===== config.mk =====
export PLATFORM = sky130hd
export DESIGN_NAME = bm_key_solver
export DESIGN_NICKNAME = d
export VERILOG_FILES = /design/src/rtl/bmks_pkg.sv /design/src/rtl/bmks_gf_mult.sv /design/src/rtl/bmks_pe.sv /design/src/rtl/bm_key_solver.sv
export SDC_FILE = /design/constraint.sdc
export NUM_CORES = 1
export LEC_CHECK = 0
export ABC_AREA = 1
export CORE_ASPECT_RATIO = 1.1
export CORE_MARGIN = 3
export CORE_UTILIZATION = 32
export CTS_CLUSTER_SIZE = 10
export DETAILED_ROUTE_END_ITERATION = 8
export GPL_ROUTABILITY_DRIVEN = 1
export PLACE_DENSITY = 0.56
export SYNTH_ARGS = -nofsm -noshare
export SYNTH_HDL_FRONTEND = slang
export SYNTH_HIERARCHICAL = 1
export SYNTH_SLANG_ARGS = --single-unit
export TNS_END_PERCENT = 50

===== constraint.sdc =====
create_clock -name clk_i -period 4.7 [get_ports clk_i]
set_input_delay 0.47 -clock clk_i [delete_from_list [all_inputs] [get_ports clk_i]]
set_output_delay 0.47 -clock clk_i [all_outputs]
set_load 0.01 [all_outputs]

===== src/rtl/bmks_pkg.sv =====
package bmks_pkg;
  typedef enum logic [2:0] {
    ST_IDLE,
    ST_DEC,
    ST_UPD,
    ST_TAIL,
    ST_EVAL,
    ST_DONE
  } bmks_state_e;
endpackage


===== src/rtl/bmks_gf_mult.sv =====
module bmks_gf_mult #(
  parameter int            SW        = 8,
  parameter logic [SW-1:0] POLY_TAIL = 8'h1D
) (
  input  logic [SW-1:0] a_i,
  input  logic [SW-1:0] b_i,
  output logic [SW-1:0] p_o
);
  logic [SW-1:0] part [SW+1];

  assign part[0] = '0;
  // MSB-first Horner: part = part*x + b_bit*a
  for (genvar i = 0; i < SW; i++) begin : g_row
    logic [SW-1:0] shl;
    assign shl         = {part[i][SW-2:0], 1'b0} ^ (part[i][SW-1] ? POLY_TAIL : '0);
    assign part[i+1]   = shl ^ (b_i[SW-1-i] ? a_i : '0);
  end

  assign p_o = part[SW];
endmodule


===== src/rtl/bmks_pe.sv =====
module bmks_pe #(
  parameter int            SW        = 8,
  parameter logic [SW-1:0] POLY_TAIL = 8'h1D
) (
  input  logic [SW-1:0] x1_i,
  input  logic [SW-1:0] y1_i,
  input  logic [SW-1:0] x2_i,
  input  logic [SW-1:0] y2_i,
  output logic [SW-1:0] z_o
);
  logic [SW-1:0] p1, p2;

  bmks_gf_mult #(.SW(SW), .POLY_TAIL(POLY_TAIL)) u_m1 (.a_i(x1_i), .b_i(y1_i), .p_o(p1));
  bmks_gf_mult #(.SW(SW), .POLY_TAIL(POLY_TAIL)) u_m2 (.a_i(x2_i), .b_i(y2_i), .p_o(p2));

  assign z_o = p1 ^ p2;
endmodule


===== src/rtl/bm_key_solver.sv =====
module bm_key_solver
  import bmks_pkg::*;
#(
  parameter int            SW        = 8,
  parameter int            TM        = 8,
  parameter logic [SW-1:0] POLY_TAIL = 8'h1D,
  localparam int NS  = 2 * TM,
  localparam int TW  = $clog2(TM + 1),
  localparam int RW  = $clog2(NS + 1),
  localparam int JW  = $clog2(TM + 1),
  localparam int SIW = $clog2(NS)
) (
  input  logic                 clk_i,
  input  logic                 rst_ni,
  input  logic                 start_i,
  output logic                 ready_o,
  input  logic [TW-1:0]        t_i,
  input  logic [NS*SW-1:0]     syn_i,
  output logic                 done_o,
  output logic                 fail_o,
  output logic [RW-1:0]        deg_o,
  output logic [(TM+1)*SW-1:0] lam_o,
  output logic [TM*SW-1:0]     omg_o
);
  localparam logic [SW-1:0] ONE = SW'(1);

  bmks_state_e   st_q;
  logic [SW-1:0] syn_q [NS];
  logic [SW-1:0] lam_q [TM+1];
  logic [SW-1:0] bb_q  [TM+1];
  logic [SW-1:0] om_q  [TM];
  logic [RW-1:0] len_q, lnew_q, kof_q, r_q;
  logic [TW-1:0] t_q;
  logic [JW-1:0] j_q, lnj_q, ei_q, ej_q;
  logic [SW-1:0] gam_q, dlt_q, acc_q, lnq_q;
  logic          lnv_q, chg_q;

  // mode decode
  logic [TW-1:0] t_eff;
  assign t_eff = (t_i == '0 || int'(t_i) > TM) ? TW'(TM) : t_i;

  // decision for the current step
  logic          chg_c;
  logic [RW-1:0] lnew_c;
  logic [JW-1:0] ulim_c;
  always_comb begin
    chg_c  = (acc_q != '0) && (2 * int'(len_q) <= int'(r_q));
    lnew_c = chg_c ? RW'(int'(r_q) + 1 - int'(len_q)) : len_q;
    ulim_c = (int'(lnew_c) > TM) ? JW'(TM) : JW'(lnew_c);
  end

  // B is stored unshifted; kof_q is its power of x
  logic [SW-1:0] brd;
  always_comb begin
    int bi;
    bi  = int'(j_q) - 1 - int'(kof_q);
    brd = '0;
    if (bi >= 0 && bi <= TM) brd = bb_q[JW'(bi)];
  end

  // update cell: lam_j*gamma ^ b_(j-1)*delta
  logic [SW-1:0] u_z;
  bmks_pe #(.SW(SW), .POLY_TAIL(POLY_TAIL)) u_upd (
    .x1_i(lam_q[j_q]), .y1_i(gam_q), .x2_i(brd), .y2_i(dlt_q), .z_o(u_z)
  );

  // accumulate cell: next discrepancy, or evaluator terms
  logic [SW-1:0] a_x1, a_y1, a_z;
  always_comb begin
    int si;
    a_x1 = lnq_q;
    a_y1 = '0;
    si   = int'(r_q) + 1 - int'(lnj_q);
    if (st_q == ST_EVAL) begin
      a_x1 = lam_q[ej_q];
      a_y1 = syn_q[SIW'(int'(ei_q) - int'(ej_q))];
    end else if (si >= 0 && si < 2 * int'(t_q)) begin
      a_y1 = syn_q[SIW'(si)];
    end
  end

  bmks_pe #(.SW(SW), .POLY_TAIL(POLY_TAIL)) u_acc (
    .x1_i(a_x1), .y1_i(a_y1), .x2_i(acc_q), .y2_i(ONE), .z_o(a_z)
  );

  always_ff @(posedge clk_i or negedge rst_ni) begin
    if (!rst_ni) begin
      st_q   <= ST_IDLE;
      for (int i = 0; i < NS; i++) syn_q[i] <= '0;
      for (int i = 0; i <= TM; i++) begin
        lam_q[i] <= '0;
        bb_q[i]  <= '0;
      end
      for (int i = 0; i < TM; i++) om_q[i] <= '0;
      len_q  <= '0;
      lnew_q <= '0;
      kof_q  <= '0;
      r_q    <= '0;
      t_q    <= TW'(TM);
      j_q    <= '0;
      lnj_q  <= '0;
      ei_q   <= '0;
      ej_q   <= '0;
      gam_q  <= '0;
      dlt_q  <= '0;
      acc_q  <= '0;
      lnq_q  <= '0;
      lnv_q  <= 1'b0;
      chg_q  <= 1'b0;
    end else begin
      unique case (st_q)
        ST_IDLE: if (start_i) begin
          for (int i = 0; i < NS; i++) syn_q[i] <= syn_i[i*SW +: SW];
          for (int i = 0; i <= TM; i++) begin
            lam_q[i] <= (i == 0) ? ONE : '0;
            bb_q[i]  <= (i == 0) ? ONE : '0;
          end
          for (int i = 0; i < TM; i++) om_q[i] <= '0;
          t_q   <= t_eff;
          len_q <= '0;
          kof_q <= '0;
          r_q   <= '0;
          gam_q <= ONE;
          acc_q <= syn_i[SW-1:0];  // first discrepancy is S_1
          st_q  <= ST_DEC;
        end
        ST_DEC: begin
          dlt_q  <= acc_q;
          chg_q  <= chg_c;
          lnew_q <= lnew_c;
          j_q    <= ulim_c;
          acc_q  <= '0;
          lnv_q  <= 1'b0;
          st_q   <= ST_UPD;
        end
        ST_UPD: begin
          // descending order: B read index stays below the write index
          lam_q[j_q] <= u_z;
          if (chg_q) bb_q[j_q] <= lam_q[j_q];
          lnq_q <= u_z;
          lnj_q <= j_q;
          lnv_q <= 1'b1;
          if (lnv_q) acc_q <= a_z;
          if (j_q == '0) st_q <= ST_TAIL;
          else           j_q  <= j_q - 1'b1;
        end
        ST_TAIL: begin
          len_q <= lnew_q;
          if (chg_q) begin
            gam_q <= dlt_q;
            kof_q <= '0;
          end else begin
            kof_q <= kof_q + 1'b1;
          end
          r_q <= r_q + 1'b1;
          if (int'(r_q) == 2 * int'(t_q) - 1) begin
            acc_q <= '0;
            ei_q  <= '0;
            ej_q  <= '0;
            st_q  <= ST_EVAL;
          end else begin
            acc_q <= a_z;
            st_q  <= ST_DEC;
          end
        end
        ST_EVAL: begin
          if (ej_q == ei_q) begin
            om_q[ei_q] <= a_z;
            acc_q      <= '0;
            ej_q       <= '0;
            if (int'(ei_q) == int'(t_q) - 1) st_q <= ST_DONE;
            else                             ei_q <= ei_q + 1'b1;
          end else begin
            acc_q <= a_z;
            ej_q  <= ej_q + 1'b1;
          end
        end
        ST_DONE: st_q <= ST_IDLE;
        default: st_q <= ST_IDLE;
      endcase
    end
  end

  for (genvar i = 0; i <= TM; i++) begin : g_lam
    assign lam_o[i*SW +: SW] = lam_q[i];
  end
  for (genvar i = 0; i < TM; i++) begin : g_omg
    assign omg_o[i*SW +: SW] = om_q[i];
  end

  assign ready_o = (st_q == ST_IDLE);
  assign done_o  = (st_q == ST_DONE);
  assign deg_o   = len_q;
  assign fail_o  = int'(len_q) > int'(t_q);

  assert_accept_busy_R2: assert property (@(posedge clk_i) disable iff (!rst_ni)
    (ready_o && start_i) |=> !ready_o);
  assert_done_pulse_R3: assert property (@(posedge clk_i) disable iff (!rst_ni)
    done_o |=> !done_o);
  assert_ready_after_done_R3: assert property (@(posedge clk_i) disable iff (!rst_ni)
    done_o |=> ready_o);
  assert_hold_idle_R3: assert property (@(posedge clk_i) disable iff (!rst_ni)
    (ready_o && !start_i) |=> ($stable(lam_o) && $stable(omg_o) && $stable(deg_o)));
  assert_lam0_nonzero_R4: assert property (@(posedge clk_i) disable iff (!rst_ni)
    done_o |-> (lam_o[SW-1:0] != '0));
  assert_deg_monotonic_R4: assert property (@(posedge clk_i) disable iff (!rst_ni)
    !ready_o |=> (len_q >= $past(len_q)));
  assert_zero_deg_ok_R6: assert property (@(posedge clk_i) disable iff (!rst_ni)
    (done_o && deg_o == '0) |-> !fail_o);
endmodule


==> flow_metrics.tcl, run 1 <==
set metrics [dict create \
    status "complete, no violations" \
    hold_end "syn_q[1]$_DFFE_PN0P_" \
    grt_pass1_vias 26000 \
    die_y_um 313 \
    wl_um 101000 \
    synth-compound-area-share_pct 18.2 \
    initial_core_util_pct 32.6 \
    die_w_um 285 \
    clkSlewWorstSetupHoldPaths_ns 0.06 \
    fin_nets 4396 \
    ys.flop_type "dfrtp_1" \
    rrSetupSlack_ns 0.14 \
    reg2regPathDepth 36 \
    hold_class "in -> reg" \
    vias 27200 \
    grt_overflow 0 \
    synth-xor-area-share_pct 6.45 \
    worstReg2RegEnd "omg_o[28]$_DFFE_PN0P_" \
    num_antenna_cells 0 \
    portBuffers 278 \
    regArea_um2 10300 \
    route.detailed.drc 0 \
    synth_edf_count 0 \
    crit_top_cell "nand2_4" \
    drtIter0Drc 2267 \
    yosysSeqAreaShare_pct 37.7 \
    rsz0062_at_grt "yes" \
    antenna_found_initial 0 \
    routed_via_density 5.06 \
    ys_warn_count 6 \
    dp_slack_ns -0.0491 \
    placedCellCount 5255 \
    cp_top_family "simple AND/OR/NAND/NOR gates" \
    cts_made_buffers 51 \
    crit_path_max_fanout 8 \
    yosysTopAreaCellShare_pct 37.6 \
    muxShareOfSynthArea_pct 0 \
    rows 111 \
    max_freq_mhz 219 \
    final_cell_mix "nand2_1 (997), inv_1 (483), o21ai_0 (430)" \
    cts_tree "yes" \
    fin_crit_ns 4.56 \
    finalCritPeriodShare_pct 97.0 \
    io_pins 279 \
    synth_top_area_cell "dfrtp_1" \
    async_reset_ff_share_pct 100 \
    drv_slew 0 \
    fillers 8586 \
    wl_per_cell_um 18.8 \
    cp.required_ns 5.23 \
    crit_type "reg -> reg" \
    tightestPinTransition_ns 0.814 \
    fin_worst_skew_ns 0.0625 \
    min_path_cells 3 \
    relSlewSlack_pct 45.7 \
    hold_violations 0 \
    fin_tns_setup_ns 0 \
    netlist_area_um2 27400 \
    multiInputGateArea_um2 15400 \
    gp_congestion 0.921 \
    fin_ws_ns 0.141 \
    dp_hpwl_um 73600 \
    die-area_um2 89300 \
    grt_use_total_pct 21.7 \
    final_cells 5377 \
    synth_top_family_by_area "simple AND/OR/NAND/NOR gates" \
    synth_fa_ha_area_share_pct 2.03 \
    cp_slowest_cell "dfrtp_1" \
    hp-start "syn_i[121]" \
    dr.pass1.iters 6 \
    max_stage_delay_ns 0.40 \
    yosys.area_share.simple_pct 24.8 \
    ys_types 54 \
    endpoint_kind "flop" \
    cts_buffer_depth 3 \
    antenna_left 0 \
    grt_pass1_wl_um 153000 \
    cp.arrival_ns 5.09 \
    ys_ff_latch 413 \
    path_buf_inv 6 \
    cts_root_buf "clkbuf_16" \
    maxCapViolCount 0 \
    layout_commonest_cell "nand2_1" \
    htreeDepth 2 \
    reg2reg_from "r_q[0]$_DFFE_PN0P_" \
    cts_sinks 413 \
    grt_start_max_net_pins 123 \
    drive_above_1_share_pct 15.0 \
    clk_latency_ns 0.63 \
    syn_area_per_cell_um2 7.08 \
    start_kind "flop" \
    ys_top_cells_by_area "dfrtp_1 (38%), nand2_1 (15%), o21ai_0 (8.4%)" \
    area_growth_pct 29.6 \
    core_um2 84200 \
    setup_viol_count_final 0 \
    syn_inst 3874 \
]
## timing repair
item | CTS | global route
gates resized for setup | 7 | 342
gates cloned | 0 | 6
hold buffers | 1 | 0
endpoints found under the setup margin | 69 | 152
buffers inserted | 0 | 34
hold endpoints to repair | 80 | 0
pin swaps | 2 | 123
## how the worst max path moves through the flow
stage                             to          startpoint  cells past startpoint  slack (ns)
2_1_floorplan  omg_o[51]$_DFFE_PN0P_  r_q[0]$_DFFE_PN0P_                     32        0.04
3_3_place_gp   lam_o[59]$_DFFE_PN0P_  j_q[0]$_DFFE_PN0P_                     28        0.12
3_5_place_dp   lam_o[59]$_DFFE_PN0P_  j_q[0]$_DFFE_PN0P_                     26       -0.05
4_1_cts         acc_q[3]$_DFFE_PN0P_  r_q[0]$_DFFE_PN0P_                     43       0.008
5_1_grt         acc_q[3]$_DFFE_PN0P_  r_q[0]$_DFFE_PN0P_                     37       -0.18
6_report       omg_o[28]$_DFFE_PN0P_  r_q[0]$_DFFE_PN0P_                     36        0.14
## layout make-up
cell class	instances	share of cell area, %
well taps	1130	3.98
multi-input cells	2741	43.5
inverters	539	5.73
flip-flops and latches	413	29.1
clock buffers	70	3.85
repair buffers	473	13.4
clock inverters	11	0.451
## cells in the mapped netlist (2+ instances only)
master	n
or2_2	2
o21ai_0	459
nor2_4	3
nand3b_1	13
fa_1	4
inv_1	500
a21oi_4	8
a31oi_1	8
nor3_1	4
nand2_2	43
dfrtp_1	412
nor2_2	4
conb_1	2
ha_1	38
nand4_1	17
a22o_1	9
a221oi_2	3
o21ai_1	10
clkbuf_1	92
nand2_4	13
a221oi_1	7
buf_1	4
clkinv_1	7
o22ai_1	145
buf_6	17
a21oi_1	195
nand3_2	5
o21ai_2	4
xnor2_2	4
buf_2	68
xnor3_1	4
o211ai_1	26
nor4_1	7
nor2_1	142
xor2_1	89
xor2_2	4
nand2_1	1073
nand3_1	274
a21oi_2	8
or2_1	4
inv_2	32
o221ai_1	7
xnor2_1	88
buf_4	6
## tightest hold or removal path: cells and delay by family
family,cells,cell delay (ns)
simple gates,2,0.10
buf+inv,1,0.39
## through the flow
stage          hold WS, ns  utilization, %  cell area, um2
2_1_floorplan        0.174               -           27500
3_3_place_gp         0.461            38.2           32200
3_5_place_dp         0.468            38.2           32200
4_1_cts              0.336            40.1           33700
5_1_grt              0.361            42.2           35500
6_report             0.365            42.2           35500
## metal layers
| layer | up-vias | GRT usage (%) | wire, um |
|---|---|---|---|
| li1 | 13200 | - | - |
| met1 | 12900 | 27.7 | 42800 |
| met2 | 905 | 37.1 | 48200 |
| met3 | 199 | 2.99 | 5860 |
| met4 | 0 | 8.36 | 4190 |
| met5 | - | 0 | 0 |
## registers in the layout (all words and copies together), names as in the netlist, 4 cells and up
name and cells:
syn_q 128, ej_q 4, lnq_q 8, j_q 4, omg_o 64, dlt_q 8
deg_o 5, gam_q 8, ei_q 4, lnew_q 5, r_q 5, bb_q 72
acc_q 8, t_q 4, lnj_q 4, kof_q 5, lam_o 72
## kinds of logic after synthesis
group                    Yosys count
other                              2
buffers and inverters            727
AND/OR/NAND/NOR                 1607
adder cells (fa/ha/maj)           42
AO/OA/AOI/OAI                    894
flip-flops                       413
XOR/XNOR                         189
Power of run 1 is left out: the tool's default activity adds up to more than one toggle a clock period on the data nets, which glitch-free logic cannot reach.
==> run 2: changes to the inputs <==
--- a/config.mk
+++ b/config.mk
@@ -8,11 +8,12 @@
 export ABC_AREA = 1
 export CORE_ASPECT_RATIO = 1.1
 export CORE_MARGIN = 3
-export CORE_UTILIZATION = 32
+export CORE_UTILIZATION = 35
 export CTS_CLUSTER_SIZE = 10
 export DETAILED_ROUTE_END_ITERATION = 8
 export GPL_ROUTABILITY_DRIVEN = 1
-export PLACE_DENSITY = 0.56
+export PLACE_DENSITY = 0.59
+export SLEW_MARGIN = 0
 export SYNTH_ARGS = -nofsm -noshare
 export SYNTH_HDL_FRONTEND = slang
 export SYNTH_HIERARCHICAL = 1
==> flow_metrics.tcl, run 2 (synthesis results as in run 1) <==
set metrics [dict create \
    final_cell_mix "nand2_1 (969), inv_1 (474), o21ai_0 (433)" \
    fin_worst_skew_ns 0.0547 \
    rrSetupSlack_ns 0.11 \
    die-area_um2 81800 \
    fin_nets 4388 \
    gp_congestion 0.908 \
    antenna_left 0 \
    top_register "syn_q" \
    max_freq_mhz 218 \
    fin_crit_ns 4.59 \
    area_growth_pct 29.6 \
    crit_path_max_fanout 7 \
    fin_hold_ws_ns 0.383 \
    grt_pass1_wl_um 150000 \
    reg2regPathDepth 30 \
    hold_class "in -> async" \
    fin_ws_ns 0.113 \
    cts_tree "yes" \
    rows 107 \
    fillers 7642 \
    cp_slowest_cell "fa_2" \
    cts_made_buffers 50 \
    regArea_um2 10300 \
    endpoint_kind "flop" \
    maxCapViolCount 0 \
    multiInputGateArea_um2 15600 \
    drtIter0Drc 2253 \
    dp_hpwl_um 71300 \
    io_pins 279 \
    reg2reg_from "j_q[1]$_DFFE_PN0P_" \
    crit_type "reg -> reg" \
    num_antenna_cells 0 \
    max_stage_delay_ns 0.69 \
    cp.arrival_ns 5.07 \
    largest_reg_flops 128 \
    fin_util_pct 45.8 \
    die_w_um 273 \
    relSlewSlack_pct 45.8 \
    grt_start_max_net_pins 132 \
    hold_violations 0 \
    cts_buffer_depth 3 \
    layout_commonest_cell "nand2_1" \
    antenna_found_initial 0 \
    setup_viol_count_final 0 \
    finalCritPeriodShare_pct 97.6 \
    rsz0062_at_grt "yes" \
    wl_per_cell_um 18.9 \
    die_y_um 300 \
    worstReg2RegEnd "lam_o[55]$_DFFE_PN0P_" \
    crit_top_cell "nand2_1" \
    grt_pass1_vias 26000 \
    dp_slack_ns -0.131 \
    wl_um 99600 \
    tightestPinTransition_ns 0.813 \
    cts_root_buf "clkbuf_16" \
    vias 27400 \
    dr.pass1.iters 5 \
    clk_latency_ns 0.62 \
    status "complete, no violations" \
    portBuffers 278 \
    cp.required_ns 5.18 \
    htreeDepth 2 \
    routed_via_density 5.19 \
    grt_use_total_pct 23.2 \
    clkSlewWorstSetupHoldPaths_ns 0.06 \
    cts_sinks 413 \
    grt_overflow 0 \
    drv_slew 0 \
    start_kind "flop" \
    drive_above_1_share_pct 16.0 \
    core_um2 77500 \
    fin_tns_setup_ns 0 \
    initial_core_util_pct 35.4 \
    route.detailed.drc 0 \
]
[run 2: cell count changes in the layout (fill, tap and decap cells not counted), sizes merged]
cell / previous run / this run
bufinv: 2 / 3
clkinvlp: 2 / 0
clkinv: 15 / 8
inv: 531 / 535
buf: 190 / 184
clkbuf: 75 / 76
[run 2: area by class of cell]
cell class | count | share of cell area, %
Inverter | 539 | 5.73
Clock inverter | 7 | 0.401
Clock buffer | 72 | 3.89
Multi-Input combinational cell | 2741 | 44.0
Sequential cell | 413 | 29.1
Tap cell | 1035 | 3.64
Timing Repair Buffer | 466 | 13.2
[run 2: per-stage QoR]
step                instances  cell area [um2]
finish                   5273            35500
floorplan                3881            27500
global placement         5156            32000
global route             5273            35500
CTS                      5236            33600
detailed placement       5156            32000
[run 2: worst max-delay path by stage]
stage | startpoint | end | slack [ns] | cells past startpoint
finish | j_q[1]$_DFFE_PN0P_ | lam_o[55]$_DFFE_PN0P_ | 0.11 | 30
global route | j_q[1]$_DFFE_PN0P_ | lam_o[55]$_DFFE_PN0P_ | -0.14 | 27
CTS | r_q[0]$_DFFE_PN0P_ | acc_q[5]$_DFFE_PN0P_ | 0.008 | 38
detailed placement | j_q[0]$_DFFE_PN0P_ | lam_o[44]$_DFFE_PN0P_ | -0.13 | 32
global placement | j_q[0]$_DFFE_PN0P_ | lam_o[60]$_DFFE_PN0P_ | -0.03 | 33
floorplan | r_q[0]$_DFFE_PN0P_ | omg_o[51]$_DFFE_PN0P_ | 0.04 | 32
[run 2: repair_timing]
action | in CTS | in global routing
gates cloned | 0 | 6
endpoints found under the hold margin | 47 | 0
pin swaps | 1 | 154
setup endpoints to repair | 81 | 152
hold buffers | 1 | 0
buffers inserted | 0 | 31
resized for setup | 7 | 393
[run 2: critical path, delay by kind of cell, from the launching register on]
family,cells,cell delay [ns]
AND/OR/NAND/NOR,14,1.37
buffers and inverters,9,1.00
AO/OA/AOI/OAI,3,0.41
flip-flops,1,0.40
adder cells (fa/ha/maj),2,0.97
XOR/XNOR,2,0.27
[run 2: routing by layer]
layer | wire, um | vias to the layer above | GRT usage (%)
li1 | - | 13200 | -
met1 | 41600 | 12900 | 29.8
met2 | 47400 | 994 | 39.2
met3 | 5800 | 226 | 2.84
met4 | 4780 | 0 | 10.3
met5 | 0 | - | 0
Power of run 2 is left out for the same reason.
